## src/rtl/noise_pkg.sv

```systemverilog
package noise_pkg;
    localparam int VOL_BITS   = 4;
    localparam int LFSR_W     = 15;
    localparam int NARROW_TAP = 6;
    localparam int SHIFT_BITS = 4;
    localparam int DIV_BITS   = 3;
    localparam int PER_BITS   = 3;
    localparam int STALL_CODE = 14;

    typedef logic [VOL_BITS-1:0] vol_t;
    typedef logic [LFSR_W-1:0]   lfsr_t;

    typedef struct packed {
        vol_t                init;
        logic                up;
        logic [PER_BITS-1:0] per;
    } env_cfg_t;

    typedef struct packed {
        logic [SHIFT_BITS-1:0] shift;
        logic                  narrow;
        logic [DIV_BITS-1:0]   div;
    } poly_cfg_t;

    localparam lfsr_t LFSR_SEED = '1;
endpackage

```

## src/rtl/noise_lfsr_timer.sv

```systemverilog
module noise_lfsr_timer
    import noise_pkg::*;
#(
    parameter int BASE_DIV = 8
) (
    input  logic      clk,
    input  logic      rst_n,
    input  logic      trig,
    input  poly_cfg_t cfg,
    output lfsr_t     lfsr
);
    localparam int CNT_W = $clog2(2 * BASE_DIV * ((1 << DIV_BITS) - 1) + 1)
                           + (1 << SHIFT_BITS) - 1;

    typedef struct packed {
        logic [CNT_W-1:0] cnt;
        lfsr_t            lfsr;
    } tmr_state_t;

    tmr_state_t st_d, st_q;
    logic [CNT_W-1:0] base, period;
    logic             stall;
    logic             fb;
    lfsr_t            stepped;

    always_comb begin
        st_d    = st_q;
        base    = (cfg.div == '0) ? CNT_W'(BASE_DIV)
                                  : CNT_W'(2 * BASE_DIV) * CNT_W'(cfg.div);
        period  = base << cfg.shift;
        stall   = (cfg.shift >= SHIFT_BITS'(STALL_CODE));
        fb      = st_q.lfsr[0] ^ st_q.lfsr[1];
        stepped = {fb, st_q.lfsr[LFSR_W-1:1]};
        if (cfg.narrow) begin
            stepped[NARROW_TAP] = fb;
        end
        if (trig) begin
            st_d.lfsr = LFSR_SEED;
            st_d.cnt  = period;
        end else if (st_q.cnt <= CNT_W'(1)) begin
            st_d.cnt = period;
            if (!stall) begin
                st_d.lfsr = stepped;
            end
        end else begin
            st_d.cnt = st_q.cnt - CNT_W'(1);
        end
    end

    always_ff @(posedge clk or negedge rst_n) begin
        if (!rst_n) begin
            st_q.cnt  <= '0;
            st_q.lfsr <= LFSR_SEED;
        end else begin
            st_q <= st_d;
        end
    end

    assign lfsr = st_q.lfsr;
endmodule

```

## src/rtl/noise_length.sv

```systemverilog
module noise_length #(
    parameter int LEN_BITS = 6
) (
    input  logic                clk,
    input  logic                rst_n,
    input  logic                len_wr,
    input  logic [LEN_BITS-1:0] len_val,
    input  logic                trig,
    input  logic                tick,
    input  logic                en,
    output logic                expire
);
    localparam int CW = LEN_BITS + 1;
    localparam logic [CW-1:0] FULL = {1'b1, {LEN_BITS{1'b0}}};

    typedef struct packed {
        logic [CW-1:0] cnt;
    } len_state_t;

    len_state_t st_d, st_q;

    always_comb begin
        st_d   = st_q;
        expire = 1'b0;
        if (len_wr) begin
            st_d.cnt = FULL - {1'b0, len_val};
        end else if (trig) begin
            if (st_q.cnt == '0) begin
                st_d.cnt = FULL;
            end
        end else if (tick && en && (st_q.cnt != '0)) begin
            st_d.cnt = st_q.cnt - CW'(1);
            expire   = (st_q.cnt == CW'(1));
        end
    end

    always_ff @(posedge clk or negedge rst_n) begin
        if (!rst_n) begin
            st_q.cnt <= '0;
        end else begin
            st_q <= st_d;
        end
    end
endmodule

```

## src/rtl/noise_envelope.sv

```systemverilog
module noise_envelope
    import noise_pkg::*;
(
    input  logic     clk,
    input  logic     rst_n,
    input  logic     trig,
    input  logic     tick,
    input  env_cfg_t cfg,
    output vol_t     vol
);
    typedef struct packed {
        vol_t                vol;
        logic [PER_BITS-1:0] timer;
    } env_state_t;

    env_state_t st_d, st_q;

    always_comb begin
        st_d = st_q;
        if (trig) begin
            st_d.vol   = cfg.init;
            st_d.timer = cfg.per;
        end else if (tick && (cfg.per != '0)) begin
            if (st_q.timer <= PER_BITS'(1)) begin
                st_d.timer = cfg.per;
                if (cfg.up && (st_q.vol != '1)) begin
                    st_d.vol = st_q.vol + VOL_BITS'(1);
                end else if (!cfg.up && (st_q.vol != '0)) begin
                    st_d.vol = st_q.vol - VOL_BITS'(1);
                end
            end else begin
                st_d.timer = st_q.timer - PER_BITS'(1);
            end
        end
    end

    always_ff @(posedge clk or negedge rst_n) begin
        if (!rst_n) begin
            st_q.vol   <= '0;
            st_q.timer <= '0;
        end else begin
            st_q <= st_d;
        end
    end

    assign vol = st_q.vol;
endmodule

```

## src/rtl/noise_channel.sv

```systemverilog
module noise_channel
    import noise_pkg::*;
#(
    parameter int BASE_DIV = 8,
    parameter int LEN_BITS = 6
) (
    input  logic                  clk,
    input  logic                  rst_n,
    input  logic                  len_wr,
    input  logic [LEN_BITS-1:0]   len_val,
    input  logic                  env_wr,
    input  logic [VOL_BITS-1:0]   env_init,
    input  logic                  env_up,
    input  logic [PER_BITS-1:0]   env_period,
    input  logic                  poly_wr,
    input  logic [SHIFT_BITS-1:0] poly_shift,
    input  logic                  poly_narrow,
    input  logic [DIV_BITS-1:0]   poly_div,
    input  logic                  ctl_wr,
    input  logic                  ctl_trig,
    input  logic                  ctl_len_en,
    input  logic                  tick_len,
    input  logic                  tick_env,
    output logic [VOL_BITS-1:0]   sample,
    output logic                  active
);
    typedef struct packed {
        env_cfg_t  env;
        poly_cfg_t poly;
        logic      len_en;
        logic      active;
    } top_state_t;

    top_state_t st_d, st_q;
    logic  trig_w, dac_on_w, len_expire_w;
    lfsr_t lfsr_w;
    vol_t  vol_w;
    logic [SHIFT_BITS-1:0] shift_code_w;
    logic [PER_BITS-1:0]   env_per_w;

    assign trig_w       = ctl_wr & ctl_trig;
    assign dac_on_w     = (st_q.env.init != '0) | st_q.env.up;
    assign shift_code_w = st_q.poly.shift;
    assign env_per_w    = st_q.env.per;

    noise_lfsr_timer #(.BASE_DIV(BASE_DIV)) u_timer (
        .clk   (clk),
        .rst_n (rst_n),
        .trig  (trig_w),
        .cfg   (st_q.poly),
        .lfsr  (lfsr_w)
    );

    noise_length #(.LEN_BITS(LEN_BITS)) u_length (
        .clk     (clk),
        .rst_n   (rst_n),
        .len_wr  (len_wr),
        .len_val (len_val),
        .trig    (trig_w),
        .tick    (tick_len),
        .en      (st_q.len_en),
        .expire  (len_expire_w)
    );

    noise_envelope u_env (
        .clk   (clk),
        .rst_n (rst_n),
        .trig  (trig_w),
        .tick  (tick_env),
        .cfg   (st_q.env),
        .vol   (vol_w)
    );

    always_comb begin
        st_d = st_q;
        if (env_wr) begin
            st_d.env.init = env_init;
            st_d.env.up   = env_up;
            st_d.env.per  = env_period;
        end
        if (poly_wr) begin
            st_d.poly.shift  = poly_shift;
            st_d.poly.narrow = poly_narrow;
            st_d.poly.div    = poly_div;
        end
        if (ctl_wr) begin
            st_d.len_en = ctl_len_en;
        end
        st_d.active = (trig_w | st_q.active) & ~len_expire_w & dac_on_w;
    end

    always_ff @(posedge clk or negedge rst_n) begin
        if (!rst_n) begin
            st_q <= '0;
        end else begin
            st_q <= st_d;
        end
    end

    assign active = st_q.active;
    assign sample = (st_q.active && !lfsr_w[0]) ? vol_w : '0;
endmodule

```

## config.mk

```make
export PLATFORM = sky130hd
export DESIGN_NAME = noise_channel
export DESIGN_NICKNAME = d
export VERILOG_FILES = /design/src/rtl/noise_pkg.sv /design/src/rtl/noise_lfsr_timer.sv /design/src/rtl/noise_length.sv /design/src/rtl/noise_envelope.sv /design/src/rtl/noise_channel.sv
export SDC_FILE = /design/constraint.sdc
export NUM_CORES = 1
export LEC_CHECK = 0
export ABC_CLOCK_PERIOD_IN_PS = 2450
export CAP_MARGIN = 20
export CORE_AREA = 2 2 85 87
export DETAILED_ROUTE_END_ITERATION = 8
export DIE_AREA = 0 0 87 89
export PLACE_DENSITY_LB_ADDON = 0.15
export SKIP_CTS_REPAIR_TIMING = 1
export SLEW_MARGIN = 15
export SYNTH_ARGS = -nofsm -noshare
export SYNTH_HDL_FRONTEND = slang
export SYNTH_SLANG_ARGS = --single-unit
```

## constraint.sdc

```tcl
create_clock -name clk -period 2.45 [get_ports clk]
set_input_delay 0.6125 -clock clk [delete_from_list [all_inputs] [get_ports clk]]
set_output_delay 0.6125 -clock clk [all_outputs]
set_load 0.01 [all_outputs]
```

==> results.json, run 1 <==
{
  "min_period_ns": 2.269,
  "grt_pass1_wl_um": 13500,
  "cp_data_required_time_ns": 1.84,
  "max_slew.worst_pin.slew_ns": 0.5906,
  "die-area_um2": 7743,
  "syn_to_final_growth_pct": 17.01,
  "clock_latency_ns": 0.34,
  "core_area_um2": 6719,
  "syn_inst": 391,
  "cts-root-buf": "clkbuf_8",
  "crit_path_start_kind": "register",
  "fillCellCount": 550,
  "hold_viol": 0,
  "path_buf_inv": 1,
  "synthFlopType": "dfrtp_1",
  "dp_hpwl_um": 5649,
  "worstSetupStartpoint": "active",
  "first_pass_iters": 4,
  "io_buffers": 36,
  "path_max_fanout": 4,
  "endpoint_kind": "primary output",
  "gr-total-overflow": 0,
  "yosysWarnings": 0,
  "rr_worst_depth": 8,
  "max_stage_delay_ns": 0.53,
  "synth.area.top_cells": "dfrtp_1, dfstp_2, mux2i_1",
  "synth.avg_cell_area_um2": 9.968,
  "slowest_stage": "clkdlybuf4s50_1",
  "path_class": "reg -> out",
  "synth_seq_cells": 69,
  "antenna_found_initial": 0,
  "cp_top_family": "buffers and inverters",
  "clk_pin_slew_ns": 0.08,
  "r2r-end": "u_env.vol[3]",
  "gp_congestion": 0.9560,
  "io_pins": 37,
  "rsz0062_at_grt": "no",
  "p_switching_w": 0.001368,
  "pwr-share-comb": 0.315,
  "yosys.area.top_type": "dfrtp_1",
  "critPathCapture": "sample[1]",
  "fmax_ghz": 0.4406,
  "finalCritPeriodShare": 0.9263,
  "setup_viol": 0,
  "r2r_setup_slack_ns": 0.35,
  "crit_chain": "nor2b_1 > and2_1 > clkdlybuf4s50_1",
  "finClkSkew_ns": 0.01134,
  "hold_slack_ns": 0.1709,
  "yosysSeqAreaShare": 0.4478,
  "setup_tns_ns": 0,
  "n_antenna_cell": 0,
  "final_common_cell": "dfrtp_1",
  "cp.arrival_ns": 1.66,
  "slew_headroom": 0.6026,
  "switching_share": 0.3616,
  "cts_tree": "done",
  "synth_top_area_frac": 0.3467,
  "syn_nets": 434,
  "synth-edff-count": 0,
  "fp.dieW_um": 87,
  "r2r-start": "u_env.vol[0]",
  "syn_area_um2": 3897,
  "placementRows": 30,
  "power_frac_clock": 0.236,
  "layout_common_cells": "dfrtp_1, nand2_1, clkdlybuf4s50_1",
  "clock-sinks": 69,
  "final_max_slew_viol_count": 0,
  "p_int_w": 0.002415,
  "vias_per_cell": 5.759,
  "track_usage": 0.2209,
  "maxCapViolCount": 0,
  "leakagePower_nw": 1.834,
  "worst-path-stages": 3,
  "yosys.cell_types.count": 59,
  "vdd_drop_max_mv": 0.4515,
  "grt_max_degree": 36,
  "clk_path_buf_depth": 2,
  "initial_core_util": 0.5801,
  "drive_gt1_frac": 0.1517,
  "p_seq_frac": 0.449,
  "wirelength_um": 7719,
  "cts_made_buffers": 9,
  "ctsHtreeMaxLevel": 3,
  "nets": 473,
  "final_antenna_net_count": 0,
  "via_count": 2966,
  "ys_async_sr_fraction": 1.000,
  "die_y_um": 89,
  "holdCritPathClass": "in -> async",
  "grt_pass1_vias": 2988,
  "drc": 0,
  "first_iter_violations": 147,
  "wl_per_cell_um": 14.99,
  "powerDensity_nw_per_um2": 829.4,
  "status": "completed"
}
==> Yosys cell counts, drive strengths merged, types with 2 or more instances <==
| master | n |
|---|---|
| and2 | 7 |
| mux2i | 22 |
| nor3b | 3 |
| and3 | 3 |
| nand4b | 5 |
| a32o | 2 |
| clkbuf | 10 |
| a31oi | 2 |
| or3 | 4 |
| xnor2 | 13 |
| o21ai | 29 |
| nor4b | 2 |
| nor4 | 7 |
| nand3 | 17 |
| xor2 | 15 |
| nand2 | 41 |
| o211ai | 5 |
| dfrtp | 54 |
| nand2b | 4 |
| nand4 | 5 |
| mux2 | 16 |
| or4 | 2 |
| nor2b | 7 |
| a22oi | 2 |
| dfstp | 15 |
| nor3 | 9 |
| a21oi | 15 |
| buf | 6 |
| inv | 13 |
| nor2 | 28 |
| ha | 10 |
==> worst min path at each step <==
stage,endpoint,cells after the start,slack (ns)
2_1_floorplan,active,0,0.32
3_3_place_gp,u_env.vol[0],2,0.50
3_5_place_dp,u_env.vol[0],2,0.50
4_1_cts,shift_code_w[0],1,0.17
5_1_grt,shift_code_w[0],1,0.18
6_report,shift_code_w[0],1,0.17
==> power by group through the flow <==
stage	Sequential [W]	Combinational (W)	Clock, W
after floorplan	0.00164	0.000906	0
final	0.00170	0.00119	0.000894
after global routing	0.00174	0.00135	0.000968
after detailed placement	0.00172	0.00119	0
after CTS	0.00170	0.00120	0.000919
after global placement	0.00170	0.00115	0
==> worst register-to-register path: cells and delay by family (launching register included) <==
kind | cells | cell delay, ns
and+or+nand+nor | 3 | 0.69
AOI/OAI and AO/OA | 3 | 0.49
DFF | 1 | 0.48
adders and majority gates | 1 | 0.26
xor gates and xnor gates | 1 | 0.09
==> flip-flops by register name, summed over array words and instances (netlist names) <==
| signal | flops |
|---|---|
| active | 1 |
| env_per_w | 3 |
| shift_code_w | 4 |
| st_q | 10 |
| u_env.st_q | 3 |
| u_env.vol | 4 |
| u_length.st_q | 7 |
| u_timer.lfsr | 15 |
| u_timer.st_q | 22 |
==> layout make-up <==
type | instances | area, um^2 | area share
multi-input combinational | 293 | 2031 | 0.4453
clock inverter | 4 | 30.03 | 0.006584
clock buffer | 12 | 165.2 | 0.03621
tap | 80 | 100.1 | 0.02195
sequential | 69 | 1745 | 0.3827
inverter | 13 | 48.80 | 0.01070
timing repair buffer | 44 | 440.4 | 0.09657
==> through the flow <==
stage | utilization | std cells | total power, W | worst slack, ns | area (um^2)
global placement | 0.6497 | 499 | 0.002856 | 0.1412 | 4365
floorplan | - | 391 | 0.002546 | 0.5384 | 3897
detailed placement | 0.6497 | 499 | 0.002902 | 0.1105 | 4365
global route | 0.6788 | 515 | 0.004055 | 0.03597 | 4561
CTS | 0.6788 | 515 | 0.003811 | 0.1508 | 4561
finish | 0.6788 | 515 | 0.003783 | 0.1805 | 4561
==> cells by family after synthesis <==
| group | synth area share |
|---|---|
| fa+ha+maj | 0.03724 |
| mux | 0.1027 |
| buf+inv | 0.03339 |
| simple gates | 0.2109 |
| xor+xnor | 0.06292 |
| flops | 0.4478 |
| compound gates | 0.1050 |
==> per-layer routing <==
| metal | vias up | routed length (um) | GRT usage |
|---|---|---|---|
| met4 | 0 | 133 | 0.09375 |
| met5 | - | 0 | 0 |
| met1 | 1434 | 3517 | 0.2825 |
| met2 | 59 | 3824 | 0.3727 |
| met3 | 11 | 244 | 0.03786 |
| li1 | 1462 | - | - |
(Power assumes the default switching activity.)
==> inputs of run 2 (changes only) <==
--- a/config.mk
+++ b/config.mk
@@ -5,11 +5,11 @@
 export SDC_FILE = /design/constraint.sdc
 export NUM_CORES = 1
 export LEC_CHECK = 0
-export ABC_CLOCK_PERIOD_IN_PS = 2450
+export ABC_CLOCK_PERIOD_IN_PS = 1830
 export CAP_MARGIN = 20
-export CORE_AREA = 2 2 85 87
+export CORE_AREA = 2 2 90 92
 export DETAILED_ROUTE_END_ITERATION = 8
-export DIE_AREA = 0 0 87 89
+export DIE_AREA = 0 0 92 94
 export PLACE_DENSITY_LB_ADDON = 0.15
 export SKIP_CTS_REPAIR_TIMING = 1
 export SLEW_MARGIN = 15
==> constraint.sdc (replaced) <==
create_clock -name clk -period 1.83 [get_ports clk]
set_input_delay 0.4575 -clock clk [delete_from_list [all_inputs] [get_ports clk]]
set_output_delay 0.4575 -clock clk [all_outputs]
set_load 0.01 [all_outputs]
==> run 2 against run 1 <==
- the run now ends with negative setup slack left
- critical path depth is 5 higher
- clock skew is 0.0021 ns lower
- sequential cell count stayed put
- clock power is 57% higher
- worst setup slack worse by 0.41 ns
- critical path type is now reg -> reg
- design area is 18% higher
==> results.json, run 2 (synthesized netlist as in run 1, its figures left out) <==
{
  "path_class": "reg -> reg",
  "layout_common_cells": "buf_4, dfrtp_1, nand2_1",
  "antenna_found_initial": 0,
  "cp_data_required_time_ns": 2.10,
  "via_count": 3301,
  "dp_cells": 568,
  "vdd_drop_max_mv": 0.6104,
  "first_pass_iters": 5,
  "drc": 0,
  "n_antenna_cell": 0,
  "violations": "negative setup slack",
  "vias_per_cell": 5.567,
  "final_cells": 593,
  "pwr-share-comb": 0.410,
  "holdCritPathClass": "in -> async",
  "power_frac_clock": 0.231,
  "top_register": "u_timer.st_q",
  "cp.arrival_ns": 2.33,
  "status": "finished, violations left",
  "wirelength_um": 9187,
  "min_period_ns": 2.057,
  "final_common_cell": "buf_4",
  "cts_made_buffers": 9,
  "io_buffers": 36,
  "clock_latency_ns": 0.35,
  "finClkSkew_ns": 0.009252,
  "fillCellCount": 569,
  "setup_viol": 39,
  "gp_congestion": 0.8776,
  "p_int_w": 0.003954,
  "largest_reg_flops": 22,
  "endpoint_kind": "register",
  "fp.dieW_um": 92,
  "gr-total-overflow": 0,
  "largestRegisters": "u_timer.st_q (22), u_timer.lfsr (15), st_q (10)",
  "timing.final.ws_setup_ns": -0.2268,
  "final_antenna_net_count": 0,
  "crit_path_start_kind": "register",
  "hold_slack_ns": 0.1086,
  "nets": 529,
  "drive_gt1_frac": 0.3238,
  "switching_share": 0.3503,
  "fmax_ghz": 0.4862,
  "p_seq_frac": 0.359,
  "final_max_slew_viol_count": 0,
  "ctsHtreeMaxLevel": 3,
  "slew_headroom": 0.6964,
  "maxCapViolCount": 0,
  "clk_pin_slew_ns": 0.08,
  "placementRows": 32,
  "grt_max_degree": 70,
  "wl_per_cell_um": 15.49,
  "rsz0062_at_grt": "yes",
  "clock-sinks": 69,
  "grt_pass1_vias": 3189,
  "powerDensity_nw_per_um2": 1134,
  "p_switching_w": 0.002132,
  "cts_tree": "done",
  "leakagePower_nw": 2.258,
  "cts-root-buf": "clkbuf_8",
  "initial_core_util": 0.5123,
  "grt_pass1_wl_um": 14730,
  "first_iter_violations": 194,
  "io_pins": 37,
  "path_max_fanout": 7,
  "die-area_um2": 8648,
  "syn_to_final_growth_pct": 37.72,
  "finalCritPeriodShare": 1.124,
  "max_slew.worst_pin.slew_ns": 0.4427,
  "track_usage": 0.2140,
  "dp_hpwl_um": 6309,
  "hold_viol": 0,
  "clk_path_buf_depth": 2,
  "die_y_um": 94,
  "core_area_um2": 7607
}
## run 2: changes by cell type in the layout (fill, tap and decap cells not counted), sizes merged, moves of 2 or more
cell           delta
bufinv            +2
clkdlybuf4s50     -4
dlymetal6s2s      +4
buf              +53
clkbuf            +2
## run 2: through the flow
stage,area [um^2],utilization,setup TNS [ns],setup WS (ns),power [W]
finish,5368,0.7056,-5.009,-0.2268,0.006086
global route,5368,0.7056,-9.243,-0.3118,0.006480
floorplan,3904,-,-0.009945,-0.009945,0.003425
detailed placement,4765,0.6263,-5.384,-0.3231,0.004345
global placement,4765,0.6263,-2.934,-0.2746,0.004263
CTS,4990,0.6559,-4.227,-0.3203,0.005766
## run 2: final cells by class
cell class / instances / area [um^2] / area share
clock buffer: 11 / 141.4 / 0.02634
sequential: 69 / 1748 / 0.3256
clock inverter: 5 / 83.83 / 0.01562
tap: 102 / 127.6 / 0.02378
multi-input combinational: 293 / 2251 / 0.4193
timing repair buffer: 100 / 967.2 / 0.1802
inverter: 13 / 48.80 / 0.009091
## run 2: power by group through the flow
stage / Combinational, W / Clock [W] / Sequential [W]
floorplan: 0.00123 / 0 / 0.00220
global placement: 0.00210 / 0 / 0.00217
detailed placement: 0.00216 / 0 / 0.00218
CTS: 0.00218 / 0.00143 / 0.00216
global route: 0.00275 / 0.00150 / 0.00223
finish: 0.00249 / 0.00140 / 0.00219
## run 2: final timing paths
path / start / endpoint / depth (start not counted) / slack [ns]
max in group asynchronous: rst_n / u_timer.lfsr[1] / 2 / 1.37
setup reg to reg: u_timer.st_q[33] / u_timer.st_q[30] / 8 / -0.23
hold reg to reg: st_q[16] / u_env.vol[2] / 2 / 0.52
min in group clk: st_q[16] / u_env.vol[2] / 2 / 0.52
hold / removal: rst_n / u_timer.st_q[25] / 2 / 0.11
setup / recovery: u_timer.st_q[33] / u_timer.st_q[30] / 8 / -0.23
## run 2: worst max-delay path, stage by stage (launching register included)
cell	delay (ns)
dfrtp_1	0.42
nor4_4	0.35
nand4b_1	0.27
buf_4	0.23
o21ai_4	0.19
buf_12	0.16
buf_12	0.13
o211ai_1	0.12
o21ai_1	0.11
## run 2: layer usage
metal	share of wire	global-route usage	wire (um)	up-vias
met5	0	0	0	-
met4	0.019	0.07463	177	0
met3	0.045	0.04254	415	16
met2	0.52	0.3725	4798	94
met1	0.41	0.2660	3795	1603
li1	-	-	-	1588
